### src/rtl/ilv_pkg.sv
package ilv_pkg;

  // Shortest access latency the bank read stage supports: the array
  // is read one cycle before the access ends.
  localparam int unsigned ILV_MIN_LAT = 2;

  // Width of a countdown that must hold the value lat.
  function automatic int unsigned ilv_cnt_w(input int unsigned lat);
    return $clog2(lat + 1);
  endfunction

endpackage

### src/rtl/ilv_bank.sv
module ilv_bank
  import ilv_pkg::*;
#(
  parameter int unsigned DATA_W = 16,
  parameter int unsigned ROW_W  = 6,
  parameter int unsigned LAT    = 6
) (
  input  logic              clk,
  input  logic              rst,
  input  logic              wr_en,
  input  logic [ROW_W-1:0]  wr_row,
  input  logic [DATA_W-1:0] wr_data,
  input  logic              start,
  input  logic [ROW_W-1:0]  rd_row,
  output logic [DATA_W-1:0] q,
  output logic              busy,
  output logic              last
);

  localparam int unsigned CW    = ilv_cnt_w(LAT);
  localparam int unsigned DEPTH = 1 << ROW_W;

  logic [DATA_W-1:0] mem [DEPTH];
  logic [CW-1:0]     cnt;

  // Access countdown: loaded when the address arrives, runs to zero.
  always_ff @(posedge clk) begin
    if (rst) begin
      cnt <= '0;
    end else if (start) begin
      cnt <= CW'(LAT);
    end else if (cnt != '0) begin
      cnt <= cnt - 1'b1;
    end
  end

  // Plain array with a registered read port, so it can map to block RAM.
  always_ff @(posedge clk) begin
    if (wr_en) begin
      mem[wr_row] <= wr_data;
    end
    if (cnt == CW'(2)) begin
      q <= mem[rd_row];
    end
  end

  assign busy = (cnt != '0);
  assign last = (cnt == CW'(1));

endmodule

### src/rtl/ilv_return_seq.sv
module ilv_return_seq #(
  parameter int unsigned NB     = 4,
  parameter int unsigned DATA_W = 16,
  localparam int unsigned IW    = $clog2(NB)
) (
  input  logic               clk,
  input  logic               rst,
  input  logic               start,
  input  logic [NB*DATA_W-1:0] words,
  output logic               rd_valid,
  output logic [DATA_W-1:0]  rd_data,
  output logic [IW-1:0]      rd_word,
  output logic               rd_done
);

  logic          active;
  logic [IW-1:0] idx;

  // One bank word per cycle onto the shared bus, lowest bank first.
  always_ff @(posedge clk) begin
    if (rst) begin
      active   <= 1'b0;
      idx      <= '0;
      rd_valid <= 1'b0;
      rd_done  <= 1'b0;
      rd_word  <= '0;
      rd_data  <= '0;
    end else if (start) begin
      rd_valid <= 1'b1;
      rd_data  <= words[0 +: DATA_W];
      rd_word  <= '0;
      rd_done  <= (NB == 1);
      idx      <= IW'(1);
      active   <= (NB > 1);
    end else if (active) begin
      rd_valid <= 1'b1;
      rd_data  <= words[idx*DATA_W +: DATA_W];
      rd_word  <= idx;
      rd_done  <= (idx == IW'(NB - 1));
      active   <= (idx != IW'(NB - 1));
      idx      <= idx + 1'b1;
    end else begin
      rd_valid <= 1'b0;
      rd_done  <= 1'b0;
    end
  end

endmodule

### src/rtl/ilv_fill_ctrl.sv
module ilv_fill_ctrl #(
  parameter int unsigned ADDR_W = 8,
  parameter int unsigned DATA_W = 16,
  parameter int unsigned NB     = 4,
  parameter int unsigned LAT    = 6,
  localparam int unsigned BSEL_W = $clog2(NB),
  localparam int unsigned ROW_W  = ADDR_W - BSEL_W
) (
  input  logic              clk,
  input  logic              rst,
  input  logic              req_valid,
  input  logic [ADDR_W-1:0] req_addr,
  output logic              req_ready,
  input  logic              wr_en,
  input  logic [ADDR_W-1:0] wr_addr,
  input  logic [DATA_W-1:0] wr_data,
  output logic              rd_valid,
  output logic [DATA_W-1:0] rd_data,
  output logic [BSEL_W-1:0] rd_word,
  output logic              rd_done
);

  logic              accept;
  logic              send_q;
  logic [ROW_W-1:0]  row_q;
  logic [BSEL_W-1:0] wr_bank;
  logic [ROW_W-1:0]  wr_row;
  logic [NB-1:0]     bank_busy;
  logic [NB-1:0]     bank_last;
  logic [NB*DATA_W-1:0] bank_q;

  assign accept  = req_valid && req_ready;
  assign wr_bank = wr_addr[BSEL_W-1:0];
  assign wr_row  = wr_addr[ADDR_W-1:BSEL_W];

  // Handshake and the one-cycle address send to every bank.
  always_ff @(posedge clk) begin
    if (rst) begin
      req_ready <= 1'b1;
      send_q    <= 1'b0;
      row_q     <= '0;
    end else begin
      send_q <= accept;
      if (accept) begin
        req_ready <= 1'b0;
        row_q     <= req_addr[ADDR_W-1:BSEL_W];
      end else if (rd_done && (bank_busy == '0)) begin
        req_ready <= 1'b1;
      end
    end
  end

  for (genvar b = 0; b < NB; b++) begin : g_bank
    ilv_bank #(
      .DATA_W(DATA_W),
      .ROW_W (ROW_W),
      .LAT   (LAT)
    ) u_bank (
      .clk    (clk),
      .rst    (rst),
      .wr_en  (wr_en && (wr_bank == BSEL_W'(b))),
      .wr_row (wr_row),
      .wr_data(wr_data),
      .start  (send_q),
      .rd_row (row_q),
      .q      (bank_q[b*DATA_W +: DATA_W]),
      .busy   (bank_busy[b]),
      .last   (bank_last[b])
    );
  end

  ilv_return_seq #(
    .NB    (NB),
    .DATA_W(DATA_W)
  ) u_seq (
    .clk     (clk),
    .rst     (rst),
    .start   (&bank_last),
    .words   (bank_q),
    .rd_valid(rd_valid),
    .rd_data (rd_data),
    .rd_word (rd_word),
    .rd_done (rd_done)
  );

endmodule

### config.mk
export PLATFORM = sky130hd
export DESIGN_NAME = ilv_fill_ctrl
export DESIGN_NICKNAME = d
export VERILOG_FILES = /design/src/rtl/ilv_pkg.sv /design/src/rtl/ilv_bank.sv /design/src/rtl/ilv_return_seq.sv /design/src/rtl/ilv_fill_ctrl.sv
export SDC_FILE = /design/constraint.sdc
export NUM_CORES = 2
export LEC_CHECK = 0
export ABC_CLOCK_PERIOD_IN_PS = 2800
export BUFFER_PORTS_ARGS = -buffer_cell sky130_fd_sc_hd__buf_2
export CAP_MARGIN = 20
export CORE_MARGIN = 2
export CORE_UTILIZATION = 60
export CTS_CLUSTER_SIZE = 16
export DETAILED_ROUTE_END_ITERATION = 16
export GPL_TIMING_DRIVEN = 0
export PLACE_DENSITY = 0.76
export SKIP_CTS_REPAIR_TIMING = 1
export SLEW_MARGIN = 20
export SYNTH_ARGS = -nofsm -noshare
export SYNTH_HDL_FRONTEND = slang
export SYNTH_HIERARCHICAL = 1
export SYNTH_SLANG_ARGS = --single-unit
export TNS_END_PERCENT = 100
### constraint.sdc
create_clock -name clk -period 2.8 [get_ports clk]
set_input_delay 0.28 -clock clk [delete_from_list [all_inputs] [get_ports clk]]
set_output_delay 0.28 -clock clk [all_outputs]
set_load 0.1 [all_outputs]
==> impl_metrics.json <==
{
  "leakage_nw": 57.53,
  "seq_area_frac_synth_pct": 77.99,
  "portBuffers": 49,
  "grt_overflow_total": 0,
  "cts_root_buf": "clkbuf_16",
  "ant_nets": 0,
  "setup_ws_ns": -0.2114,
  "synthFlopType": "edfxtp_1",
  "wl_met3_um": 60380,
  "maxCapViolations": 0,
  "status": "complete, but fails checks",
  "crit_path_start_kind": "flip-flop",
  "core_area_um2": 267700,
  "fmax_mhz": 332.1,
  "whs_ns": 0.03363,
  "die_height_um": 522.5,
  "ys_async_sr_fraction_pct": 0,
  "p_total_w": 0.1310,
  "track_usage_pct": 31.60,
  "drc": 0,
  "yosysWarnings": 6,
  "cts.clk_slew.worst_paths_ns": 0.08,
  "dieArea_um2": 273000,
  "cts_buffer_depth": 4,
  "violations": "setup timing",
  "gp_congestion": 0.9788,
  "worstMarginPinSlew_ns": 1.091,
  "mostFrequentLayoutCell": "edfxtp_1",
  "routed_wl_um": 445700,
  "synth_top_area_share_pct": 77.46,
  "slowest_stage": "mux4_2",
  "hold_violations": 0,
  "ios": 57,
  "maxSlewViolCount": 0,
  "end_kind": "flip-flop",
  "syn_avg_cell_area_um2": 21.54,
  "first_iter_violations": 15615,
  "yosysTopAreaCell": "edfxtp_1",
  "cts_tree": "built",
  "crit_arrival_ns": 3.64,
  "cp_slowest_stage_delay_ns": 0.55,
  "grt_pass1_wl_um": 608400,
  "n_fill_cell": 14930,
  "crit_buf_inv": 4,
  "ir_worst_vdd_mv": 0.9276,
  "synth_edf_count": 4160,
  "die_width_um": 522.5,
  "cp_cell_sequence": "buf_12, buf_16, buf_16, buf_16, mux4_2, a22o_1, a211oi_2, a211oi_2",
  "dr.pass1.iters": 8,
  "vias_per_cell": 7.069,
  "period_share_pct": 107.6,
  "yosysUniqueCellTypes": 55,
  "highest_layer": "met5",
  "crit_path_max_fanout": 10,
  "place_ws_ns": -1.467,
  "dpl_cell_area_um2": 171100,
  "drive_gt1_share_pct": 31.43,
  "crit_type": "flip-flop to flip-flop",
  "rows": 190,
  "required_ns": 3.43,
  "antenna_found_initial": 27,
  "synth_nets": 7533,
  "grt_start_max_net_pins": 129,
  "syn-cell-area_um2": 161300,
  "worst_r2r_path_depth": 8,
  "vias": 86452,
  "syn_to_final_growth_pct": 16.65,
  "powerDensity_nw_per_um2": 696.5,
  "crit_family": "compound AO/OA/AOI/OAI gates",
  "grt_pass1_vias": 83715,
  "cts_max_level": 5,
  "cp_common_cell": "buf_16",
  "seq_area_um2": 125800,
  "clock_sinks": 4203,
  "clock_skew_ns": 0.05410,
  "slew_headroom_pct": 27.29,
  "ys_ff_latch": 4203,
  "clock_latency_ns": 0.95,
  "hpwl_um": 277100,
  "rsz0062_at_grt": "true",
  "detail_route.wl_per_cell_um": 36.44,
  "wl_met2_um": 209000,
  "path_depth": 8,
  "multi_input_area_um2": 35530,
  "holdPathStages": 2,
  "finalCoreUtilization_pct": 70.28,
  "r2r_setup_slack_ns": -0.21,
  "setup_viol": 60,
  "synthTopCellsByArea": "edfxtp_1 77%, mux4_2 11%, mux2i_1 2.2%",
  "fin_crit_ns": 3.011,
  "final_cell_area_um2": 188100,
  "cts_buffers": 398,
  "final_cell_mix": "4160 x edfxtp_1, 822 x mux4_2, 407 x clkbuf_16",
  "final_nets": 8372,
  "wl_met1_um": 149300,
  "start_util_pct": 60.25,
  "hold_class": "primary input to flip-flop",
  "synthCells": 7488
}
[synthesized netlist by cell type (5+ instances only)]
master    number
edfxtp_1    4160
mux4_2       820
mux2i_1      355
nor2_1       335
o22ai_1      323
a211oi_1     152
clkbuf_1     142
nand2_1      135
buf_2        124
a21oi_1       97
a22oi_1       96
buf_4         74
buf_6         53
nor3_1        48
mux4_1        44
dfxtp_1       43
nand3_1       42
nor2b_1       36
o221ai_1      33
a22o_1        32
and4b_1       32
nand3b_1      32
or4_1         32
o21ai_0       29
nand2b_1      26
inv_1         18
mux2_2        16
nand4_1       16
and3_1        13
or2_2         13
nand4b_1      12
o21ai_1       12
or3_1         12
o21ai_2       10
ha_1           9
nor3b_1        9
buf_1          8
or3b_2         8
and3b_1        5
[power breakdown]
part	internal [W]	leakage, nW	switching (W)
clock network	0.0304	6.24	0.0231
logic	0.00280	13.5	0.00521
registers	0.0694	37.7	0.000144
total	0.103	57.5	0.0284
[flip-flops by register name (all words and copies together) (netlist names)]
name               flops
u_seq/rd_valid         1
row_q                  6
u_seq/active           1
u_seq/rd_done          1
g_bank.u_bank/cnt     12
u_seq/rd_word          2
send_q                 1
g_bank.u_bank/q       64
u_seq/rd_data         16
u_seq/idx              2
req_ready              1
g_bank.u_bank/mem   4096
[layout make-up]
class	instances	share of cell area, %
repair buffers	448	3.059
well taps	3552	2.362
diodes	31	0.04124
flip-flops and latches	4203	66.87
plain buffers	401	1.977
inverters	18	0.03591
clock inverters	232	1.216
multi-input cells	2857	18.88
clock buffers	488	5.552
[per-layer routing]
layer	track usage (%)	up-vias
li1	-	33359
met1	42.92	44341
met2	48.69	7393
met3	7.893	1337
met4	15.18	22
met5	0	-
[per-stage QoR]
stage	TNS (ns)	std cells
final	-5.146	12230
after detailed placement	-363.61	11387
after global routing	-2.936	12218
after floorplan	0	7488
after CTS	-82.43	12107
after global placement	-	11089
[cells by family (layout without fill, tap and decap cells)]
group                      after synthesis  count (layout)  share of synthesized area [%]
DFF                                   4203            4203                          77.99
muxes                                 1235            1235                          14.48
and+or+nand+nor                        815             815                          2.546
AOI/OAI and AO/OA                      793             793                          3.303
buffers and inverters                  428            1587                          1.580
adders and majority gates                9               9                        0.06982
xor gates and xnor gates                 5               5                        0.02715
other                                    0              31                              0
[path summary, 6_finish.rpt]
kind | start | endpoint
hold reg to reg | u_seq/rd_data[15] | u_seq/rd_data[15]
setup / recovery | row_q[0] | g_bank[3].u_bank/q[12]
setup reg to reg | row_q[0] | g_bank[3].u_bank/q[12]
hold / removal | wr_addr[4] | g_bank[0].u_bank/mem[48][9]
No activity file was read; power rests on OpenSTA's default activity.
